## src/rtl/urx_pkg.sv

```systemverilog
package urx_pkg;
  localparam logic [1:0] ADDR_CTRL  = 2'd0;
  localparam logic [1:0] ADDR_DATA  = 2'd1;
  localparam logic [1:0] ADDR_STAT  = 2'd2;
  localparam logic [1:0] ADDR_FSTAT = 2'd3;

  localparam int CTRL_PWR  = 0;
  localparam int CTRL_RXE  = 1;
  localparam int CTRL_MODE = 2;

  // main status flag positions
  localparam int ST_PAR   = 0;
  localparam int ST_FRM   = 1;
  localparam int ST_OVR   = 2;
  localparam int ST_OVF   = 3;
  localparam int ST_AVAIL = 4;

  localparam int FST_CNT_LSB = 2;

  typedef struct packed {
    logic ovf;
    logic ovr;
    logic frm;
    logic par;
  } stat_t;

  typedef struct packed {
    logic frm;
    logic par;
  } fstat_t;
endpackage

```

## src/rtl/urx_fifo.sv

```systemverilog
module urx_fifo #(
  parameter int DW    = 8,
  parameter int DEPTH = 16,
  localparam int AW    = $clog2(DEPTH),
  localparam int CNT_W = $clog2(DEPTH + 1)
) (
  input  logic             clk_i,
  input  logic             rst_ni,
  input  logic             flush_i,
  input  logic             push_i,
  input  logic [DW-1:0]    data_i,
  input  logic             pop_i,
  output logic [DW-1:0]    data_o,
  output logic             empty_o,
  output logic             ovf_o,
  output logic [CNT_W-1:0] count_o
);
  logic [DW-1:0]    mem_q [DEPTH];
  logic [AW-1:0]    wr_ptr_q, rd_ptr_q;
  logic [CNT_W-1:0] cnt_q;
  logic             full, do_pop, do_push;

  assign full    = (cnt_q == CNT_W'(DEPTH));
  assign empty_o = (cnt_q == '0);
  assign do_pop  = pop_i & ~empty_o;
  assign do_push = push_i & (~full | do_pop);
  assign ovf_o   = push_i & full & ~do_pop;
  assign data_o  = mem_q[rd_ptr_q];
  assign count_o = cnt_q;

  always_ff @(posedge clk_i or negedge rst_ni) begin
    if (!rst_ni) begin
      wr_ptr_q <= '0;
      rd_ptr_q <= '0;
      cnt_q    <= '0;
    end else if (flush_i) begin
      wr_ptr_q <= '0;
      rd_ptr_q <= '0;
      cnt_q    <= '0;
    end else begin
      if (do_push) wr_ptr_q <= (wr_ptr_q == AW'(DEPTH - 1)) ? '0 : wr_ptr_q + 1'b1;
      if (do_pop)  rd_ptr_q <= (rd_ptr_q == AW'(DEPTH - 1)) ? '0 : rd_ptr_q + 1'b1;
      cnt_q <= cnt_q + CNT_W'(do_push) - CNT_W'(do_pop);
    end
  end

  always_ff @(posedge clk_i) begin
    if (do_push) mem_q[wr_ptr_q] <= data_i;
  end

  AST_NO_OVERFLOW: assert property (@(posedge clk_i) disable iff (!rst_ni)
    cnt_q <= CNT_W'(DEPTH)) else $error("fifo count above depth");
  AST_OVF_KEEPS_COUNT: assert property (@(posedge clk_i) disable iff (!rst_ni)
    (ovf_o && !flush_i) |=> cnt_q == $past(cnt_q)) else $error("overflow altered fifo");
endmodule

```

## src/rtl/urx_hold.sv

```systemverilog
module urx_hold #(
  parameter int DW = 8
) (
  input  logic          clk_i,
  input  logic          rst_ni,
  input  logic          flush_i,
  input  logic          load_i,
  input  logic [DW-1:0] data_i,
  input  logic          rd_i,
  output logic [DW-1:0] data_o,
  output logic          valid_o,
  output logic          ovr_o
);
  logic [DW-1:0] data_q;
  logic          valid_q;

  // a read in the same cycle frees the register, so no overrun
  assign ovr_o   = load_i & valid_q & ~rd_i;
  assign data_o  = data_q;
  assign valid_o = valid_q;

  always_ff @(posedge clk_i or negedge rst_ni) begin
    if (!rst_ni) begin
      data_q  <= '0;
      valid_q <= 1'b0;
    end else if (flush_i) begin
      valid_q <= 1'b0;
    end else begin
      if (load_i) data_q <= data_i;
      if (load_i)    valid_q <= 1'b1;
      else if (rd_i) valid_q <= 1'b0;
    end
  end

  AST_OVR_REPLACES: assert property (@(posedge clk_i) disable iff (!rst_ni)
    (ovr_o && !flush_i) |=> valid_q && data_q == $past(data_i)) else $error("overrun lost new char");
endmodule

```

## src/rtl/urx_status.sv

```systemverilog
module urx_status
  import urx_pkg::*;
(
  input  logic   clk_i,
  input  logic   rst_ni,
  input  stat_t  evt_stat_i,
  input  fstat_t evt_fstat_i,
  input  logic   stat_we_i,
  input  stat_t  stat_wmask_i,
  input  logic   clr_stat_i,
  input  logic   clr_fstat_i,
  output stat_t  stat_o,
  output fstat_t fstat_o,
  output logic   irq_o
);
  stat_t  stat_q;
  fstat_t fstat_q;
  logic   irq_q;
  stat_t  keep;

  assign keep = stat_we_i ? stat_wmask_i : stat_t'('1);

  always_ff @(posedge clk_i or negedge rst_ni) begin
    if (!rst_ni) begin
      stat_q  <= '0;
      fstat_q <= '0;
      irq_q   <= 1'b0;
    end else begin
      // new errors win over a same-cycle clearing write
      stat_q  <= clr_stat_i  ? stat_t'('0)  : ((stat_q & keep) | evt_stat_i);
      fstat_q <= clr_fstat_i ? fstat_t'('0) : (fstat_q | evt_fstat_i);
      irq_q   <= (|evt_stat_i) | (|evt_fstat_i);
    end
  end

  assign stat_o  = stat_q;
  assign fstat_o = fstat_q;
  assign irq_o   = irq_q;

  AST_IRQ_ON_STAT: assert property (@(posedge clk_i) disable iff (!rst_ni)
    ($rose(stat_q.par) || $rose(stat_q.frm) || $rose(stat_q.ovr) || $rose(stat_q.ovf)) |-> irq_q)
    else $error("status flag set without irq");
  AST_IRQ_ON_FSTAT: assert property (@(posedge clk_i) disable iff (!rst_ni)
    ($rose(fstat_q.par) || $rose(fstat_q.frm)) |-> irq_q) else $error("fifo flag set without irq");
endmodule

```

## src/rtl/uart_rx_err_tracker.sv

```systemverilog
module uart_rx_err_tracker
  import urx_pkg::*;
#(
  parameter int DATA_W = 8,
  parameter int DEPTH  = 16
) (
  input  logic              clk_i,
  input  logic              rst_ni,
  input  logic              char_valid_i,
  input  logic [DATA_W-1:0] char_data_i,
  input  logic              char_par_err_i,
  input  logic              char_frm_err_i,
  input  logic [1:0]        reg_addr_i,
  input  logic              reg_wr_i,
  input  logic              reg_rd_i,
  input  logic [DATA_W-1:0] reg_wdata_i,
  output logic [DATA_W-1:0] reg_rdata_o,
  output logic              rx_err_irq_o
);
  localparam int CNT_W = $clog2(DEPTH + 1);

  logic pwr_q, rxe_q, mode_q;
  logic accept, data_rd, flush;
  logic [DATA_W-1:0] hold_data, fifo_data;
  logic hold_valid, hold_ovr, fifo_empty, fifo_ovf;
  logic [CNT_W-1:0] fifo_cnt;
  stat_t  evt_stat, stat, wmask;
  fstat_t evt_fstat, fstat;
  logic   avail;
  logic   unused_wdata;

  assign unused_wdata = ^reg_wdata_i[DATA_W-1:5];

  always_ff @(posedge clk_i or negedge rst_ni) begin
    if (!rst_ni) begin
      pwr_q  <= 1'b0;
      rxe_q  <= 1'b0;
      mode_q <= 1'b0;
    end else if (reg_wr_i && reg_addr_i == ADDR_CTRL) begin
      pwr_q  <= reg_wdata_i[CTRL_PWR];
      rxe_q  <= reg_wdata_i[CTRL_RXE];
      mode_q <= reg_wdata_i[CTRL_MODE];
    end
  end

  assign accept  = char_valid_i & pwr_q & rxe_q;
  assign data_rd = reg_rd_i & (reg_addr_i == ADDR_DATA);
  assign flush   = ~pwr_q;

  urx_hold #(.DW(DATA_W)) u_hold (
    .clk_i   (clk_i),
    .rst_ni  (rst_ni),
    .flush_i (flush),
    .load_i  (accept & ~mode_q),
    .data_i  (char_data_i),
    .rd_i    (data_rd & ~mode_q),
    .data_o  (hold_data),
    .valid_o (hold_valid),
    .ovr_o   (hold_ovr)
  );

  urx_fifo #(.DW(DATA_W), .DEPTH(DEPTH)) u_fifo (
    .clk_i   (clk_i),
    .rst_ni  (rst_ni),
    .flush_i (flush),
    .push_i  (accept & mode_q),
    .data_i  (char_data_i),
    .pop_i   (data_rd & mode_q),
    .data_o  (fifo_data),
    .empty_o (fifo_empty),
    .ovf_o   (fifo_ovf),
    .count_o (fifo_cnt)
  );

  always_comb begin
    evt_stat     = '0;
    evt_fstat    = '0;
    evt_stat.par = accept & ~mode_q & char_par_err_i;
    evt_stat.frm = accept & ~mode_q & char_frm_err_i;
    evt_stat.ovr = hold_ovr;
    evt_stat.ovf = fifo_ovf;
    evt_fstat.par = accept & mode_q & char_par_err_i;
    evt_fstat.frm = accept & mode_q & char_frm_err_i;
  end

  assign wmask = stat_t'(reg_wdata_i[ST_OVF:ST_PAR]);

  urx_status u_status (
    .clk_i        (clk_i),
    .rst_ni       (rst_ni),
    .evt_stat_i   (evt_stat),
    .evt_fstat_i  (evt_fstat),
    .stat_we_i    (reg_wr_i && reg_addr_i == ADDR_STAT),
    .stat_wmask_i (wmask),
    .clr_stat_i   (~(pwr_q & rxe_q)),
    .clr_fstat_i  (~pwr_q),
    .stat_o       (stat),
    .fstat_o      (fstat),
    .irq_o        (rx_err_irq_o)
  );

  assign avail = mode_q ? ~fifo_empty : hold_valid;

  always_comb begin
    reg_rdata_o = '0;
    unique case (reg_addr_i)
      ADDR_CTRL: begin
        reg_rdata_o[CTRL_PWR]  = pwr_q;
        reg_rdata_o[CTRL_RXE]  = rxe_q;
        reg_rdata_o[CTRL_MODE] = mode_q;
      end
      ADDR_DATA: if (avail) reg_rdata_o = mode_q ? fifo_data : hold_data;
      ADDR_STAT: begin
        reg_rdata_o[ST_OVF:ST_PAR] = stat;
        reg_rdata_o[ST_AVAIL]      = avail;
      end
      default: begin
        reg_rdata_o[1:0] = fstat;
        reg_rdata_o[FST_CNT_LSB +: CNT_W] = fifo_cnt;
      end
    endcase
  end

  AST_STAT_CLR_OFF: assert property (@(posedge clk_i) disable iff (!rst_ni)
    !(pwr_q && rxe_q) |=> stat == '0) else $error("status kept while disabled");
  AST_FSTAT_CLR_PWR: assert property (@(posedge clk_i) disable iff (!rst_ni)
    !pwr_q |=> fstat == '0 && fifo_empty && !hold_valid) else $error("power off kept state");
  AST_IGNORE_OFF: assert property (@(posedge clk_i) disable iff (!rst_ni)
    (char_valid_i && !(pwr_q && rxe_q)) |=> !rx_err_irq_o) else $error("ignored char raised irq");
  AST_SINGLE_NO_FSTAT: assert property (@(posedge clk_i) disable iff (!rst_ni)
    (!mode_q && pwr_q && $stable(mode_q)) |=> $stable(fstat)) else $error("single mode touched fifo flags");
endmodule

```

## config.mk

```make
export PLATFORM = sky130hd
export DESIGN_NAME = uart_rx_err_tracker
export DESIGN_NICKNAME = d
export VERILOG_FILES = /design/src/rtl/urx_pkg.sv /design/src/rtl/urx_fifo.sv /design/src/rtl/urx_hold.sv /design/src/rtl/urx_status.sv /design/src/rtl/uart_rx_err_tracker.sv
export SDC_FILE = /design/constraint.sdc
export NUM_CORES = 1
export LEC_CHECK = 0
export BUFFER_PORTS_ARGS = -buffer_cell sky130_fd_sc_hd__buf_2
export CELL_PAD_IN_SITES_DETAIL_PLACEMENT = 1
export CELL_PAD_IN_SITES_GLOBAL_PLACEMENT = 2
export CORE_ASPECT_RATIO = 0.8
export CORE_UTILIZATION = 47
export DETAILED_ROUTE_END_ITERATION = 8
export PLACE_DENSITY_LB_ADDON = 0.1
export SLEW_MARGIN = 30
export SYNTH_ARGS = -nofsm -noshare
export SYNTH_HDL_FRONTEND = slang
export SYNTH_SLANG_ARGS = --single-unit
```

## constraint.sdc

```tcl
create_clock -name clk_i -period 5.45 [get_ports clk_i]
set_clock_uncertainty 0.15 [all_clocks]
set_input_delay 0.2725 -clock clk_i [delete_from_list [all_inputs] [get_ports clk_i]]
set_output_delay 0.2725 -clock clk_i [all_outputs]
set_load 0.1 [all_outputs]
```

==> impl_metrics.ini, run 1 <==
[floorplan]
rows = 39
initial_core_util_pct = 48.3
dieHeight_um = 111
fp.coreArea_um2 = 14300
ioPinCount = 34
dieArea_um2 = 15200
fp.dieW_um = 138

[grt]
grt_antenna_before_repair = 0
grt_pass1_wl_mm = 25.2
grt_pass1_vias = 4208
grt.total_usage_pct = 23.8
grt_max_degree = 36
grt_overflow = 0

[clocking]
cts_root_buffer = clkbuf_16
clock-sinks = 160
cts_inserted_buffers = 17
clkSlewWorstSetupHoldPaths_ns = 0.06
cts_setup_buffers = 0
clk_latency_ns = 0.42
cts_resized = 0
cts_tree = done
cts_hold_buf = 7
cts_buffer_depth = 2
cts.htree.levels = 4

[critical_path]
cp_data_arrival_time_ns = 3.30
rrSetupSlack_ns = 1.90
reg2regPathDepth = 14
rr_startpoint = u_fifo.count_o[3]$_DFF_PN0_
crit_type = reg -> out
r2r-end = u_fifo.count_o[4]$_DFF_PN0_
required_ns = 5.03
crit_fanout = 19
setup.worst_path.start_class = flop
cp-end-kind = primary output

[final_layout]
n_fill_cell = 1376
nNetsFinal = 507
instances_no_fill = 667
drive_above_1_share_pct = 23.0
final_cell_mix = edfxtp_1, nand2_1, mux4_2
antenna_cells = 0
final_common_cell = edfxtp_1
area_delta_synth_final_pct = 14.6

[min_path]
hold_end = u_status.irq_o$_DFF_PN0_
hold_depth = 3
hp-class = in -> reg
min-delay-start = char_valid_i

[routing]
drtAntennaViolNets = 0
drtPass1Iterations = 4
routed_wirelength_mm = 16.2
drt-initial-drc-count = 319
via_per_inst = 5.80
via_count = 3870
wl_per_cell_um = 24.2
drc = 0

[synthesis]
yosysUniqueCellTypes = 53
syn_inst = 430
synth_nets = 467
synth-edff-count = 128
synth_area_um2 = 6930
synth-seq-cells = 160
yosysWarnings = 0
synth_flop_cell = edfxtp_1
ys_seq_area_share_pct = 67.1
avgSynthCellArea_um2 = 16.1
async_reset_ff_share_pct = 20.0

[timing]
fin_setup_tns_ns = 0
finalCriticalPeriod_ns = 3.72
hold_violations = 0
maxSlewHeadroom_pct = 42.9
rsz0062_at_grt = false
final_max_slew_viol_count = 0
fin_crit_sh_pct = 68.3
max_clock_freq_mhz = 268
worst_slew_pin_slew_ns = 0.852
finalSetupViolCount = 0

[pwr]
power_leakage_nw = 2.77
internal_power_mw = 2.21
p_seq_share_pct = 47.3
switching_power_mw = 0.788
p_sw_share_pct = 26.2
irDropWorstVdd_mv = 0.293
power.share.clock_pct = 41.0
p_total_mw = 3.00
p_per_area_nw_per_um2 = 378
p_comb_share_pct = 11.7

[place]
dpl.cell_count = 628
port_buffers = 29
place_congestion = 0.828
hpwl_mm = 10.8

[status]
status = finished clean

[flow_run]
cap_viol_max_count = 0
-- worst max-delay path by stage --
stage                     cells after the start                          end                            from
after floorplan                               6               reg_rdata_o[5]     u_fifo.count_o[2]$_DFF_PN0_
after CTS                                     6               reg_rdata_o[6]  u_fifo.rd_ptr_q[0]$_DFFE_PN0P_
after global placement                       14  u_fifo.count_o[4]$_DFF_PN0_     u_fifo.count_o[2]$_DFF_PN0_
final                                         6               reg_rdata_o[6]  u_fifo.rd_ptr_q[0]$_DFFE_PN0P_
after global routing                          6               reg_rdata_o[5]  u_fifo.rd_ptr_q[0]$_DFFE_PN0P_
after detailed placement                     14  u_fifo.count_o[4]$_DFF_PN0_     u_fifo.count_o[2]$_DFF_PN0_
-- through the flow --
step                util, %  instance area [µm²]  setup slack (ns)  hold WS [ns]
finish                 55.3                 7940              1.73        0.0273
global route           55.3                 7940              1.47        0.0136
CTS                    55.3                 7940              1.62       0.00432
detailed placement     50.6                 7260              1.94         0.248
global placement       50.6                 7260              2.05         0.230
floorplan                 -                 6930              1.63        -0.173
-- cell families after synthesis --
logic type                 synth area share, %
AOI/OAI and AO/OA                         4.93
xor gates and xnor gates                 0.632
muxes                                     13.6
and+or+nand+nor                           8.74
DFF                                       67.1
adders and majority gates                 2.28
buffers and inverters                     2.78
-- cells in the mapped netlist, types with 3 or more instances --
cell type / n / area, µm²
clkbuf_1: 8 / 30.0
nand2_1: 37 / 139
and2_1: 14 / 87.6
nor2b_1: 9 / 56.3
a21oi_1: 11 / 55.1
dfrtp_1: 32 / 801
nor4b_1: 3 / 26.3
nand3_1: 10 / 50.1
nand3b_1: 4 / 30.0
inv_2: 3 / 11.3
o21ai_0: 9 / 45.0
a22oi_1: 6 / 45.0
nand4_1: 3 / 18.8
edfxtp_1: 128 / 3840
ha_1: 11 / 138
nor3b_1: 5 / 37.5
buf_6: 3 / 33.8
mux2_1: 5 / 56.3
inv_1: 12 / 45.0
mux2i_1: 7 / 70.1
buf_2: 9 / 45.0
o21ai_1: 5 / 25.0
xor2_1: 3 / 26.3
mux4_2: 31 / 698
nand2b_1: 3 / 18.8
a311o_1: 3 / 30.0
mux4_1: 4 / 105
and3_1: 4 / 25.0
nor2_1: 15 / 56.3
-- power by group through the flow --
stage / clock [mW] / sequential (mW) / combinational [mW]
global route: 1.31 / 1.43 / 0.384
finish: 1.23 / 1.42 / 0.351
global placement: 0 / 1.44 / 0.336
floorplan: 0 / 1.42 / 0.265
detailed placement: 0 / 1.44 / 0.350
CTS: 1.26 / 1.42 / 0.354
-- state kept, by name, summed over array words and instances, names as in the netlist --
register and cells:
u_hold.valid_o 1, u_fifo.mem_q 128, u_status.irq_o 1, u_fifo.wr_ptr_q 4
mode_q 1, u_status.stat_o 4, rxe_q 1, u_status.fstat_o 2
pwr_q 1, u_fifo.rd_ptr_q 4, u_hold.data_o 8, u_fifo.count_o 5
-- critical path, stage by stage (launching register included) --
cell	delay, ns
dfrtp_2	0.75
buf_4	0.47
mux4_1	0.63
mux4_2	0.51
nor2b_1	0.13
o31ai_1	0.08
buf_2	0.30
-- metal layers --
metal,GRT usage [%],wire (µm),share of wire (%)
met1,34.9,7510,46
met2,35.7,7740,48
met3,5.79,795,4.9
met4,6.23,102,0.63
met5,0,0,0
-- final cells by class --
type	instances	area, µm²	area share (%)
Clock inverter	15	184	2.32
Timing Repair Buffer	44	275	3.47
Sequential cell	160	4650	58.5
Tap cell	184	230	2.90
Multi-Input combinational cell	232	2120	26.7
Clock buffer	17	425	5.36
Inverter	15	56.3	0.709
Note: power is estimated with default switching activity, not from simulation.
==> inputs of run 2 (changes only) <==
- ABC_AREA: default -> 1
- CORE_UTILIZATION: 47 -> 37
- clock period: 5.45 -> 3.2 ns (I/O delays scaled with it)
==> run 2 against run 1 <==
Effect of this change:
- flip-flop and latch count unchanged
- die area up 29%
- cell count up 51%
- critical path depth up 3
- clock power up 54%
- clock-buffer cell count up 3
- highest routed layer unchanged
==> impl_metrics.ini, run 2 <==
[status]
status = finished clean

[routing]
drt-initial-drc-count = 273
via_count = 4954
wl_per_cell_um = 19.1
drtPass1Iterations = 4
routed_wirelength_mm = 19.2
drtAntennaViolNets = 0
via_per_inst = 4.93
drc = 0

[clocking]
cts_root_buffer = clkbuf_16
cts_buffer_depth = 2
cts_resized = 0
cts_setup_buffers = 0
cts_inserted_buffers = 17
cts_tree = done
clk_latency_ns = 0.42
clkSlewWorstSetupHoldPaths_ns = 0.07
clock-sinks = 160
cts.htree.levels = 4

[critical_path]
crit_type = reg -> out
crit_fanout = 10
cp_cell_sequence = inv_1, buf_4, nand3_1, nand3_1, nand2_1, nand2_1, nand2_1, a21oi_1, buf_12
path_buf_inv = 3
crit_cells = 9
cp_slowest_stage_delay_ns = 0.55
cp-end-kind = primary output
rrSetupSlack_ns = 0.38
crit_family = buffers and inverters
cp_data_arrival_time_ns = 2.59
rr_startpoint = u_fifo.count_o[2]$_DFF_PN0_
cp_slowest_cell = dfrtp_1
setup.worst_path.start_class = flop
r2r-end = u_fifo.count_o[4]$_DFF_PN0_
crit_top_cell = nand2_1
crit_end = reg_rdata_o[1]
required_ns = 2.89
reg2regPathDepth = 18
startpoint = u_fifo.rd_ptr_q[2]$_DFFE_PN0P_

[timing]
finalCriticalPeriod_ns = 2.90
hold_violations = 0
fin_setup_tns_ns = 0
max_clock_freq_mhz = 345
finalSetupViolCount = 0
final_max_slew_viol_count = 0
maxSlewHeadroom_pct = 45.9
rsz0062_at_grt = false
worst_slew_pin_slew_ns = 0.811
fin_crit_sh_pct = 90.5

[grt]
grt_pass1_vias = 5291
grt_antenna_before_repair = 0
grt_pass1_wl_mm = 30.6
grt.total_usage_pct = 21.3
grt_overflow = 0
grt_max_degree = 70

[synthesis]
synth-seq-cells = 160
synth_area_um2 = 7090
synthTopCellsByArea = edfxtp_1, dfrtp_1, nand2_1
avgSynthCellArea_um2 = 10.4
synth_commonest_cells = nand2_1, edfxtp_1, nor2_1, nand3_1, inv_1
synth_most_common_cell = nand2_1
synth_top_cell_by_area = edfxtp_1
syn_inst = 679
async_reset_ff_share_pct = 20.0
yosysWarnings = 0
synth.top_cell.area_share_pct = 54.2
synth_nets = 716
synth_flop_cell = edfxtp_1
ys_seq_area_share_pct = 65.5
synth-edff-count = 128
yosysUniqueCellTypes = 33

[final_layout]
final_common_cell = nand2_1
drive_above_1_share_pct = 12.8
largest-register = u_fifo.mem_q
seq_area_um2 = 4650
multi_input_comb_area_um2 = 2070
final_cell_mix = nand2_1, edfxtp_1, nor2_1
area_delta_synth_final_pct = 18.0
n_fill_cell = 2034
largest_reg_flops = 128
nNetsFinal = 776
final_util_pct = 45.4
antenna_cells = 0

[pwr]
irDropWorstVdd_mv = 0.406
p_per_area_nw_per_um2 = 673
p_total_mw = 5.63
power_leakage_nw = 3.33

[min_path]
hp-class = in -> reg

[place]
place_congestion = 0.785
port_buffers = 29
hpwl_mm = 12.6

[floorplan]
dieArea_um2 = 19700
fp.coreArea_um2 = 18400
ioPinCount = 34
rows = 44
initial_core_util_pct = 38.4
dieHeight_um = 126
fp.dieW_um = 157

[flow_run]
cap_viol_max_count = 0
run 2: power by group:
part | internal (mW) | switching (mW) | total (mW)
logic | 0.400 | 0.867 | 1.27
registers | 2.38 | 0.0915 | 2.47
clock network | 1.03 | 0.865 | 1.90
run 2: logic make-up (layout without fill, tap and decap cells):
| logic type | count (synthesis) | after routing | share of synthesized area (%) |
|---|---|---|---|
| xor gates and xnor gates | 4 | 4 | 0.494 |
| muxes | 1 | 1 | 0.159 |
| buffers and inverters | 79 | 152 | 5.35 |
| AOI/OAI and AO/OA | 89 | 89 | 7.04 |
| DFF | 160 | 160 | 65.5 |
| adders and majority gates | 12 | 12 | 2.22 |
| and+or+nand+nor | 334 | 334 | 19.2 |
run 2: cell type report:
cell class	instances	share of cell area, %
clock buffer	20	5.34
clock inverter	12	1.21
inverter	52	2.39
multi-input combinational	440	24.7
sequential	160	55.5
tap	253	3.78
timing repair buffer	68	7.06
run 2: per-layer routing:
layer	vias to the layer above	track usage [%]	share of wire, %
met5	-	0	0
met4	0	5.48	0.24
met3	4	3.65	3.8
met2	66	34.0	48
met1	2466	29.9	48
li1	2418	-	-
run 2: stage by stage:
step | instances | setup slack, ns | area [µm²] | hold WS [ns]
6_report | 1005 | 0.305 | 8370 | 0.00616
5_1_grt | 1005 | 0.0988 | 8370 | 0.00744
4_1_cts | 1005 | 0.211 | 8370 | 0.000811
3_5_place_dp | 958 | 0.390 | 7670 | 0.151
3_3_place_gp | 958 | 0.473 | 7670 | 0.139
2_1_floorplan | 679 | 0.244 | 7090 | -0.286
run 2: how the worst min path moves through the flow:
stage | startpoint | to | slack [ns] | cells after the start
6_report | char_data_i[4] | u_fifo.mem_q[0][4]$_DFFE_PP_ | 0.006 | 1
5_1_grt | char_data_i[4] | u_fifo.mem_q[0][4]$_DFFE_PP_ | 0.007 | 1
4_1_cts | char_data_i[4] | u_fifo.mem_q[0][4]$_DFFE_PP_ | 0.0008 | 1
3_5_place_dp | rst_ni | u_status.stat_o[3]$_DFF_PN0_ | 0.15 | 1
3_3_place_gp | rst_ni | u_hold.data_o[1]$_DFFE_PN0P_ | 0.14 | 1
2_1_floorplan | rst_ni | mode_q$_DFFE_PN0P_ | -0.29 | 0
run 2: what timing repair did:
item	in CTS	in global routing
hold buffers	15	0
endpoints found under the hold margin	80	0
setup endpoints to repair	0	0
==> inputs of run 3 (changes only) <==
- PLACE_DENSITY_LB_ADDON: 0.1 -> 0.2
==> run 3 against run 2 <==
Effect of this change:
- register-to-register slack is essentially flat
- die area is the same
- via count grew 1.1%
- clock-buffer cell count shrank 3
- global-route usage shrank 0.14 points
- critical path type unchanged
- critical endpoint is now reg_rdata_o[0]
==> impl_metrics.ini, run 3 (synthesized netlist as in run 2, its figures left out) <==
[timing]
fin_setup_tns_ns = 0
finalCriticalPeriod_ns = 2.94
fin_crit_sh_pct = 91.8
rsz0062_at_grt = false
final_max_slew_viol_count = 0
maxSlewHeadroom_pct = 46.8
worst_slew_pin_slew_ns = 0.798
finalSetupViolCount = 0
hold_violations = 0
max_clock_freq_mhz = 340

[final_layout]
largest_reg_flops = 128
area_delta_synth_final_pct = 19.1
nNetsFinal = 778
final_cell_mix = nand2_1, edfxtp_1, nor2_1
fin_area_um2 = 8440
antenna_cells = 0
largest-register = u_fifo.mem_q
final_common_cell = nand2_1
drive_above_1_share_pct = 13.5
n_fill_cell = 2039

[clocking]
clkSlewWorstSetupHoldPaths_ns = 0.06
clock-sinks = 160
cts_tree = done
cts_inserted_buffers = 17
cts_buffer_depth = 2
clk_latency_ns = 0.43
cts.htree.levels = 4
cts_root_buffer = clkbuf_16

[floorplan]
rows = 44
fp.dieW_um = 157
dieHeight_um = 126
fp.coreArea_um2 = 18400
initial_core_util_pct = 38.4
dieArea_um2 = 19700
ioPinCount = 34

[pwr]
switching_power_mw = 1.87
p_sw_share_pct = 32.1
power.share.clock_pct = 35.8
p_per_area_nw_per_um2 = 690
p_seq_share_pct = 42.3
power_leakage_nw = 3.37
irDropWorstVdd_mv = 0.319
internal_power_mw = 3.96
p_comb_share_pct = 21.9
p_total_mw = 5.83

[grt]
grt.total_usage_pct = 21.1
grt_max_degree = 70
grt_overflow = 0
grt_antenna_before_repair = 0
grt_pass1_wl_mm = 30.4
grt_pass1_vias = 5276

[place]
place_area_um2 = 7700
hpwl_mm = 12.7
place_congestion = 0.829
port_buffers = 29

[routing]
via_per_inst = 4.97
wl_per_cell_um = 19.0
drtPass1Iterations = 4
via_count = 5008
drt-initial-drc-count = 321
routed_wirelength_mm = 19.1
drc = 0
drtAntennaViolNets = 0

[critical_path]
required_ns = 2.89
cp_slowest_cell = dfrtp_2
cp_slowest_stage_delay_ns = 0.44
reg2regPathDepth = 18
path_buf_inv = 3
cp-end-kind = primary output
cp_cell_sequence = inv_4, buf_4, nand2_1, nand3_1, nand2_1, nor2_1, nand2_1, nand3_1, nand2_1, nand4_1, buf_2
setup.worst_path.start_class = flop
crit_fanout = 34
crit_top_cell = nand2_1
rrSetupSlack_ns = 0.39
cp_data_arrival_time_ns = 2.63
crit_type = reg -> out
crit_cells = 11
rr_startpoint = u_fifo.count_o[2]$_DFF_PN0_
r2r-end = u_fifo.count_o[4]$_DFF_PN0_
crit_family = buffers and inverters

[min_path]
min-delay-start = char_data_i[1]
hold_depth = 3
hp-class = in -> reg
hold_end = u_hold.data_o[1]$_DFFE_PN0P_

[flow_run]
cap_viol_max_count = 0

[status]
status = finished clean
run 3: power by group through the flow:
stage,combinational [mW],clock [mW],sequential (mW)
after floorplan,0.870,0,2.50
after global placement,1.23,0,2.50
after detailed placement,1.27,0,2.51
after CTS,1.29,2.13,2.47
after global routing,1.42,2.20,2.48
final,1.28,2.08,2.47
run 3: how the worst max path moves through the flow:
stage,startpoint,end
2_1_floorplan,u_fifo.count_o[2]$_DFF_PN0_,reg_rdata_o[1]
5_1_grt,u_fifo.rd_ptr_q[0]$_DFFE_PN0P_,reg_rdata_o[0]
3_5_place_dp,u_fifo.count_o[3]$_DFF_PN0_,u_fifo.count_o[4]$_DFF_PN0_
6_report,u_fifo.rd_ptr_q[0]$_DFFE_PN0P_,reg_rdata_o[0]
3_3_place_gp,u_fifo.count_o[3]$_DFF_PN0_,u_fifo.count_o[4]$_DFF_PN0_
4_1_cts,u_fifo.rd_ptr_q[2]$_DFFE_PN0P_,reg_rdata_o[7]
run 3: repair_timing:
| item | in CTS | in global routing |
|---|---|---|
| resized for setup | 0 | 1 |
| endpoints found under the setup margin | 0 | 2 |
| hold buffers | 13 | 0 |
| endpoints found under the hold margin | 77 | 0 |
| buffers inserted | 0 | 2 |
run 3: stage by stage:
stage | worst slack [ns] | utilization (%) | instances | hold WS, ns
final | 0.261 | 45.8 | 1007 | 0.0141
after global routing | 0.0800 | 45.8 | 1007 | 0.0191
after CTS | 0.109 | 45.7 | 1005 | 0.0000143
after detailed placement | 0.393 | 41.7 | 960 | 0.152
after global placement | 0.449 | 41.7 | 960 | 0.126
after floorplan | 0.244 | - | 679 | -0.286
run 3: worst reg2reg max path, delay by kind of cell (launching register included):
kind                     cells  cell delay (ns)
AND/OR/NAND/NOR              7             0.63
adder cells (fa/ha/maj)      4             0.91
AO/OA/AOI/OAI                1             0.07
flip-flops                   1             0.41
XOR/XNOR                     1             0.13
buffers and inverters        5             0.40
run 3: layer usage:
layer | vias to the layer above | global-route usage [%] | wire length [µm]
met5 | - | 0 | 0
li1 | 2426 | - | -
met4 | 0 | 6.63 | 236
met2 | 91 | 33.4 | 8900
met3 | 17 | 3.68 | 723
met1 | 2474 | 29.5 | 9270
run 3: final cells by class:
type | count | area (µm²) | share of cell area, %
well taps | 253 | 317 | 3.75
repair buffers | 70 | 613 | 7.26
inverters | 52 | 204 | 2.42
multi-input cells | 440 | 2070 | 24.5
clock buffers | 17 | 425 | 5.04
clock inverters | 15 | 174 | 2.06
flip-flops and latches | 160 | 4650 | 55.0
